$ cat src/rtl/ptp_cls_pkg.sv
package ptp_cls_pkg;

  // Field positions relative to the first IPv4 byte
  localparam int OFF_VIHL    = 0;
  localparam int OFF_PROTO   = 9;
  localparam int OFF_DPORT_H = 22;
  localparam int OFF_DPORT_L = 23;
  localparam int OFF_PTP     = 28;
  localparam int V1_TYPE_OFF = 32;   // control byte inside the v1 header

  localparam logic [7:0]  IPV4_NOOPT = 8'h45;
  localparam logic [7:0]  PROTO_UDP  = 8'h11;
  localparam logic [15:0] EVENT_PORT = 16'h013F;

  localparam logic [3:0] TYPE_SYNC = 4'd0;
  localparam logic [3:0] TYPE_DREQ = 4'd1;

  // Capture policy for the header-parsing modes
  function automatic logic ptp_policy(
    input logic       v2,
    input logic       all_msgs,
    input logic       master,
    input logic       tx_assert,
    input logic       dir_tx,
    input logic       known,
    input logic [3:0] mtype
  );
    logic is_sync;
    logic is_dreq;
    is_sync = known && (mtype == TYPE_SYNC);
    is_dreq = known && (mtype == TYPE_DREQ);
    if (v2) begin
      return all_msgs ? known : (is_sync || is_dreq);
    end else if (master) begin
      return is_sync || is_dreq;
    end else begin
      return (is_sync && (dir_tx == tx_assert)) ||
             (is_dreq && (dir_tx != tx_assert));
    end
  endfunction

endpackage

$ cat src/rtl/ptp_cfg_hold.sv
module ptp_cfg_hold #(
  parameter int IDX_W = 8
) (
  input  logic             clk,
  input  logic             rst,
  input  logic             start,
  input  logic             live_v2,
  input  logic             live_all,
  input  logic             live_master,
  input  logic             live_txa,
  input  logic             live_user,
  input  logic [IDX_W-1:0] live_off,
  input  logic [7:0]       live_val,
  input  logic             live_dir,
  output logic             eff_v2,
  output logic             eff_all,
  output logic             eff_master,
  output logic             eff_txa,
  output logic             eff_user,
  output logic [IDX_W-1:0] eff_off,
  output logic [7:0]       eff_val,
  output logic             eff_dir
);

  localparam int HW = IDX_W + 14;

  logic [HW-1:0] live_vec;
  logic [HW-1:0] held_q;
  logic [HW-1:0] eff_vec;

  assign live_vec = {live_v2, live_all, live_master, live_txa, live_user,
                     live_off, live_val, live_dir};

  always_ff @(posedge clk) begin
    if (rst) begin
      held_q <= '0;
    end else if (start) begin
      held_q <= live_vec;
    end
  end

  // The start byte itself is judged with the freshly sampled settings
  assign eff_vec = start ? live_vec : held_q;

  assign {eff_v2, eff_all, eff_master, eff_txa, eff_user,
          eff_off, eff_val, eff_dir} = eff_vec;

endmodule

$ cat src/rtl/ptp_hdr_parse.sv
module ptp_hdr_parse
  import ptp_cls_pkg::*;
#(
  parameter int L2_LEN = 14,
  parameter int IDX_W  = 8
) (
  input  logic             clk,
  input  logic             rst,
  input  logic             in_valid,
  input  logic [7:0]       in_data,
  input  logic             in_sof,
  input  logic             in_eof,
  input  logic             cfg_v2,
  input  logic [IDX_W-1:0] user_off,
  input  logic [7:0]       user_val,
  output logic             byte_take,
  output logic             evt_fire,
  output logic             evt_known,
  output logic [3:0]       evt_type,
  output logic             user_fire
);

  localparam logic [IDX_W-1:0] IX_VIHL  = IDX_W'(L2_LEN + OFF_VIHL);
  localparam logic [IDX_W-1:0] IX_PROTO = IDX_W'(L2_LEN + OFF_PROTO);
  localparam logic [IDX_W-1:0] IX_DPH   = IDX_W'(L2_LEN + OFF_DPORT_H);
  localparam logic [IDX_W-1:0] IX_DPL   = IDX_W'(L2_LEN + OFF_DPORT_L);
  localparam logic [IDX_W-1:0] IX_V2T   = IDX_W'(L2_LEN + OFF_PTP);
  localparam logic [IDX_W-1:0] IX_V1T   = IDX_W'(L2_LEN + OFF_PTP + V1_TYPE_OFF);
  localparam logic [IDX_W-1:0] IX_MAX   = {IDX_W{1'b1}};

  logic             active_q;
  logic             beyond_q;
  logic             ok_q;
  logic [IDX_W-1:0] idx_q;
  logic [IDX_W-1:0] cur_idx;
  logic             cur_ok;
  logic             ok_base;
  logic             field_ok;
  logic [IDX_W-1:0] cls_idx;

  assign byte_take = in_valid && (in_sof || active_q);
  assign cur_idx   = in_sof ? '0 : idx_q;
  assign cur_ok    = in_sof || !beyond_q;
  assign ok_base   = in_sof ? 1'b1 : ok_q;
  assign cls_idx   = cfg_v2 ? IX_V2T : IX_V1T;

  always_comb begin
    field_ok = 1'b1;
    if (cur_ok) begin
      if (cur_idx == IX_VIHL)  field_ok = (in_data == IPV4_NOOPT);
      if (cur_idx == IX_PROTO) field_ok = (in_data == PROTO_UDP);
      if (cur_idx == IX_DPH)   field_ok = (in_data == EVENT_PORT[15:8]);
      if (cur_idx == IX_DPL)   field_ok = (in_data == EVENT_PORT[7:0]);
    end
  end

  always_ff @(posedge clk) begin
    if (rst) begin
      active_q <= 1'b0;
      beyond_q <= 1'b0;
      ok_q     <= 1'b0;
      idx_q    <= '0;
    end else if (byte_take) begin
      active_q <= !in_eof;
      ok_q     <= ok_base && field_ok;
      if (cur_idx == IX_MAX) begin
        beyond_q <= 1'b1;
        idx_q    <= cur_idx;
      end else begin
        beyond_q <= 1'b0;
        idx_q    <= cur_idx + 1'b1;
      end
    end
  end

  assign evt_fire  = byte_take && cur_ok && (cur_idx == cls_idx) && ok_base;
  assign evt_type  = in_data[3:0];
  assign evt_known = cfg_v2 || (in_data[7:4] == 4'h0);
  assign user_fire = byte_take && cur_ok && (cur_idx == user_off) &&
                     (in_data == user_val);

  // Checker state: a header event may happen only once per frame
  logic seen_q;
  always_ff @(posedge clk) begin
    if (rst) seen_q <= 1'b0;
    else if (byte_take && in_sof) seen_q <= evt_fire;
    else if (evt_fire) seen_q <= 1'b1;
  end

  assert_single_event_R11: assert property (@(posedge clk) disable iff (rst)
    (evt_fire && !in_sof) |-> !seen_q);

endmodule

$ cat src/rtl/ptp_evt_qualify.sv
module ptp_evt_qualify
  import ptp_cls_pkg::*;
(
  input  logic       clk,
  input  logic       rst,
  input  logic       byte_take,
  input  logic       cfg_v2,
  input  logic       cfg_all,
  input  logic       cfg_master,
  input  logic       cfg_txa,
  input  logic       cfg_user,
  input  logic       dir_tx,
  input  logic       evt_fire,
  input  logic       evt_known,
  input  logic [3:0] evt_type,
  input  logic       user_fire,
  output logic       ts_pulse,
  output logic [3:0] ts_type
);

  logic hit;

  always_comb begin
    if (cfg_user) hit = user_fire;
    else hit = evt_fire && ptp_policy(cfg_v2, cfg_all, cfg_master, cfg_txa,
                                      dir_tx, evt_known, evt_type);
  end

  always_ff @(posedge clk) begin
    if (rst) begin
      ts_pulse <= 1'b0;
      ts_type  <= '0;
    end else begin
      ts_pulse <= hit;
      if (hit) ts_type <= evt_type;
    end
  end

  // Checker state: settings that applied to the byte behind the pulse
  logic c_v2, c_all, c_master, c_txa, c_user, c_dir;
  always_ff @(posedge clk) begin
    if (rst) begin
      {c_v2, c_all, c_master, c_txa, c_user, c_dir} <= '0;
    end else begin
      {c_v2, c_all, c_master, c_txa, c_user, c_dir} <=
        {cfg_v2, cfg_all, cfg_master, cfg_txa, cfg_user, dir_tx};
    end
  end

  assert_pulse_follows_byte_R11: assert property (@(posedge clk) disable iff (rst)
    ts_pulse |-> $past(byte_take));

  assert_v2_restricted_R8: assert property (@(posedge clk) disable iff (rst)
    (ts_pulse && c_v2 && !c_all && !c_user) |-> (ts_type <= TYPE_DREQ));

  assert_v1_slave_dir_R5: assert property (@(posedge clk) disable iff (rst)
    (ts_pulse && !c_v2 && !c_user && !c_master && !c_txa) |->
      (c_dir == (ts_type == TYPE_DREQ)));

  assert_v1_swap_dir_R6: assert property (@(posedge clk) disable iff (rst)
    (ts_pulse && !c_v2 && !c_user && !c_master && c_txa) |->
      (c_dir == (ts_type == TYPE_SYNC)));

endmodule

$ cat src/rtl/ptp_event_classifier.sv
module ptp_event_classifier #(
  parameter int L2_LEN = 14,
  parameter int IDX_W  = 8
) (
  input  logic             clk,
  input  logic             rst,
  input  logic             in_valid,
  input  logic [7:0]       in_data,
  input  logic             in_sof,
  input  logic             in_eof,
  input  logic             in_dir_tx,
  input  logic             cfg_v2,
  input  logic             cfg_all_msgs,
  input  logic             cfg_master,
  input  logic             cfg_tx_assert,
  input  logic             cfg_user_en,
  input  logic [IDX_W-1:0] cfg_user_off,
  input  logic [7:0]       cfg_user_val,
  output logic             ts_pulse,
  output logic [3:0]       ts_type
);

  logic             start;
  logic             e_v2, e_all, e_master, e_txa, e_user, e_dir;
  logic [IDX_W-1:0] e_off;
  logic [7:0]       e_val;
  logic             byte_take, evt_fire, evt_known, user_fire;
  logic [3:0]       evt_type;

  assign start = in_valid && in_sof;

  ptp_cfg_hold #(.IDX_W(IDX_W)) u_hold (
    .clk(clk), .rst(rst), .start(start),
    .live_v2(cfg_v2), .live_all(cfg_all_msgs), .live_master(cfg_master),
    .live_txa(cfg_tx_assert), .live_user(cfg_user_en), .live_off(cfg_user_off),
    .live_val(cfg_user_val), .live_dir(in_dir_tx),
    .eff_v2(e_v2), .eff_all(e_all), .eff_master(e_master), .eff_txa(e_txa),
    .eff_user(e_user), .eff_off(e_off), .eff_val(e_val), .eff_dir(e_dir)
  );

  ptp_hdr_parse #(.L2_LEN(L2_LEN), .IDX_W(IDX_W)) u_parse (
    .clk(clk), .rst(rst), .in_valid(in_valid), .in_data(in_data),
    .in_sof(in_sof), .in_eof(in_eof), .cfg_v2(e_v2),
    .user_off(e_off), .user_val(e_val),
    .byte_take(byte_take), .evt_fire(evt_fire), .evt_known(evt_known),
    .evt_type(evt_type), .user_fire(user_fire)
  );

  ptp_evt_qualify u_qual (
    .clk(clk), .rst(rst), .byte_take(byte_take),
    .cfg_v2(e_v2), .cfg_all(e_all), .cfg_master(e_master), .cfg_txa(e_txa),
    .cfg_user(e_user), .dir_tx(e_dir),
    .evt_fire(evt_fire), .evt_known(evt_known), .evt_type(evt_type),
    .user_fire(user_fire), .ts_pulse(ts_pulse), .ts_type(ts_type)
  );

endmodule

$ cat config.mk
export PLATFORM = sky130hd
export DESIGN_NAME = ptp_event_classifier
export DESIGN_NICKNAME = d
export VERILOG_FILES = /design/src/rtl/ptp_cls_pkg.sv /design/src/rtl/ptp_cfg_hold.sv /design/src/rtl/ptp_hdr_parse.sv /design/src/rtl/ptp_evt_qualify.sv /design/src/rtl/ptp_event_classifier.sv
export SDC_FILE = /design/constraint.sdc
export NUM_CORES = 1
export LEC_CHECK = 0
export BUFFER_PORTS_ARGS = -buffer_cell sky130_fd_sc_hd__buf_4
export CAP_MARGIN = 40
export CORE_AREA = 2 2 66 68
export DETAILED_ROUTE_END_ITERATION = 8
export DIE_AREA = 0 0 68 70
export PLACE_DENSITY = 0.91
export SKIP_LAST_GASP = 1
export SLEW_MARGIN = 15
export SYNTH_ARGS = -nofsm -noshare
export SYNTH_HDL_FRONTEND = slang
export SYNTH_SLANG_ARGS = --single-unit
$ cat constraint.sdc
create_clock -name clk -period 3.7 [get_ports clk]
set_clock_uncertainty 0.1 [all_clocks]
set_input_delay 0 -clock clk [delete_from_list [all_inputs] [get_ports clk]]
set_output_delay 0 -clock clk [all_outputs]
set_load 0.05 [all_outputs]
==> flow_metrics.env <==
export IMPL_finalCoreUtilization_pct=72.5
export IMPL_yosys_warnings=0
export IMPL_cts_buffers_inserted=5
export IMPL_die_area_sq_mm=0.00476
export IMPL_holdCritStartpoint="rst"
export IMPL_ir_worst_vdd_v=0.000252
export IMPL_outcome="finished, final reports clean"
export IMPL_critPathCaptureType="register"
export IMPL_critPathLaunch="u_parse.idx_q[2]"
export IMPL_syn_avg_cell_area_sq_um=7.79
export IMPL_rsz0062_at_grt="no"
export IMPL_rr_worst_depth=6
export IMPL_syn_area_sq_mm=0.00233
export IMPL_drv_cap=0
export IMPL_worstHoldPathCells=2
export IMPL_tns_ns=0
export IMPL_synth_edf_count=0
export IMPL_grt_start_max_net_pins=43
export IMPL_cts_num_sinks=38
export IMPL_globalRouteTotalUtil_pct=30.4
export IMPL_io_buffer_count=39
export IMPL_hold_violations=0
export IMPL_avgRoutedWirePerCell_microns=16.6
export IMPL_rows=24
export IMPL_yosys_most_used_dff="dfxtp_1"
export IMPL_postCtsResizedCells=0
export IMPL_drt_iter0_drc=199
export IMPL_antenna_found_initial=0
export IMPL_via_count=2515
export IMPL_layout_cells_non_filler=405
export IMPL_grt_ovfl_total=0
export IMPL_max_freq_mhz=480
export IMPL_critPathBufInv=0
export IMPL_synth_seq_area_share_pct=32.7
export IMPL_ys_seq_elements=38
export IMPL_drv_slew=0
export IMPL_clk_path_buf_depth=2
export IMPL_grt_pass1_vias=2396
export IMPL_slowest_delay_ns=0.53
export IMPL_syn_inst=299
export IMPL_final_cell_mix="nand2_1, buf_4, dfxtp_1, a21oi_1, dlygate4sd3_1"
export IMPL_cts_hold_buffers_added=27
export IMPL_via_per_inst=6.21
export IMPL_syn_to_final_growth_pct=28.9
export IMPL_hold_class="primary input to register"
export IMPL_tritoncts="yes"
export IMPL_finalSetupViolations=0
export IMPL_dp_cells=370
export IMPL_diodes=0
export IMPL_firstDrtPassIters=7
export IMPL_ant_nets=0
export IMPL_drc=0
export IMPL_synthDistinctLibCells=55
export IMPL_ios=40
export IMPL_finalPower_mw=1.06
export IMPL_worstPathRequired_ns=3.83
export IMPL_p_per_area_mw_per_mm2=354
export IMPL_yosysTopAreaCell="dfxtp_1"
export IMPL_relSlewSlack_pct=53.3
export IMPL_timing_hold_ws_ns=0.00675
export IMPL_root_buffer="clkbuf_8"
export IMPL_cts_max_level=2
export IMPL_path_class="register to register"
export IMPL_p_leak_nw=1.20
export IMPL_async_flop_share_pct=0
export IMPL_clk_latency_ns=0.30
export IMPL_cp_slowest_cell="dfxtp_1"
export IMPL_layout_commonest_cell="nand2_1"
export IMPL_fp_dieH_microns=70
export IMPL_dpl_hpwl_mm=4.31
export IMPL_cp_top_family="compound AO/OA/AOI/OAI gates"
export IMPL_r2r_slack_ns=1.62
export IMPL_path_cells="xor2_1 -> a2111oi_0 -> a21oi_1 -> nor4_1 -> a22oi_1 -> nor2_1"
export IMPL_die_width_microns=68
export IMPL_worstPathArrival_ns=2.21
export IMPL_grt_pass1_wl_mm=11.0
export IMPL_reg2reg_from="u_parse.idx_q[2]"
export IMPL_clkTransAtPathRegs_ns=0.08
export IMPL_finalWirelength_mm=6.73
export IMPL_syn_nets=334
export IMPL_min_to="u_hold.held_q[20]"
export IMPL_worstReg2RegEnd="u_qual.ts_pulse"
export IMPL_gp_congestion=0.942
export IMPL_post_cts_buffers=0
export IMPL_crit_fanout=10
export IMPL_nets=387
export IMPL_core_sq_mm=0.00414
export IMPL_netlist_area_leader_share_pct=32.7
export IMPL_start_util_pct=56.2
export IMPL_worst_slew_pin_slew_ns=0.693
export IMPL_cp_start_kind="register"
export IMPL_fillers=302
export IMPL_fin_crit_sh_pct=56.3
export IMPL_drive_gt1_share_pct=17.6
export IMPL_ys_top_cells_by_area="dfxtp_1, nand2_1, a21oi_1"
export IMPL_min_period_ns=2.08
==> flip-flops by register name, indices dropped and copies added, names as in the netlist <==
| name | cells |
|---|---|
| u_parse.idx_q | 8 |
| u_hold.held_q | 22 |
| u_qual.ts_pulse | 1 |
| u_parse.ok_q | 1 |
| u_parse.beyond_q | 1 |
| u_qual.ts_type | 4 |
| u_parse.active_q | 1 |
==> synthesized netlist by cell type (all sizes together) (2+ instances only) <==
cell type / count
o21ai: 10
and2: 3
o221a: 4
nand3b: 2
nand2b: 11
a21bo: 2
a221oi: 3
nand3: 5
o21a: 2
buf: 11
a31oi: 5
a22oi: 7
nor4bb: 2
a41oi: 2
nor4: 7
nand4b: 2
xor2: 3
xnor2: 5
nor3: 12
inv: 14
nor2b: 10
nand2: 46
nand4: 2
mux2i: 8
a21oi: 27
nor2: 26
a211oi: 4
o32ai: 2
dfxtp: 38
clkbuf: 10
==> routing by layer <==
layer | vias to the layer above | share of wire, % | track usage [%] | routed length, microns
met5 | - | 0 | 0 | 0
met4 | 0 | 4.0 | 14.2 | 271
met3 | 44 | 9.1 | 7.89 | 611
met2 | 163 | 49 | 48.3 | 3270
met1 | 1146 | 38 | 37.5 | 2580
li1 | 1162 | - | - | -
==> metrics by stage <==
stage / area [sq um] / worst slack, ns
floorplan: 2330 / 1.93
global placement: 2590 / 1.76
CTS: 3000 / 1.71
global route: 3000 / 1.39
detailed placement: 2590 / 1.65
finish: 3000 / 1.62
==> worst register-to-register path, cell delays in order (launching register included) <==
cell and delay [ns]:
dfxtp_1 0.53, xor2_1 0.13, a2111oi_0 0.35, a21oi_1 0.19, nor4_1 0.47, a22oi_1 0.14, nor2_1 0.12
==> how the worst max path moves through the flow <==
stage	to	slack [ns]	cells after the start
3_3_place_gp	u_qual.ts_type[2]	1.76	7
2_1_floorplan	u_qual.ts_type[0]	1.93	7
5_1_grt	u_qual.ts_pulse	1.39	6
4_1_cts	u_qual.ts_type[3]	1.71	6
6_report	u_qual.ts_pulse	1.62	6
3_5_place_dp	u_qual.ts_type[3]	1.65	7
==> where the power goes <==
group / switching, mW / internal, mW
combinational: 0.0978 / 0.0864
clock: 0.156 / 0.288
sequential: 0.0121 / 0.423
==> cell families (layout without fill, tap and decap cells) <==
group,after synthesis,after routing,share of synthesized area [%]
xor gates and xnor gates,8,8,3.01
AOI/OAI and AO/OA,78,78,23.6
DFF,38,38,32.7
muxes,8,8,3.60
buffers and inverters,35,89,6.77
and+or+nand+nor,132,132,30.3
==> layout make-up <==
cell class                      instances  area (sq um)  area share [%]
Tap cell                               52          65.1            2.17
Sequential cell                        38           761            25.3
Clock buffer                            6          82.6            2.75
Timing Repair Buffer                   67           571            19.0
Clock inverter                          2          60.1            2.00
Inverter                               14          52.6            1.75
Multi-Input combinational cell        226          1410            47.0
No activity file was read; power rests on OpenSTA's default activity.
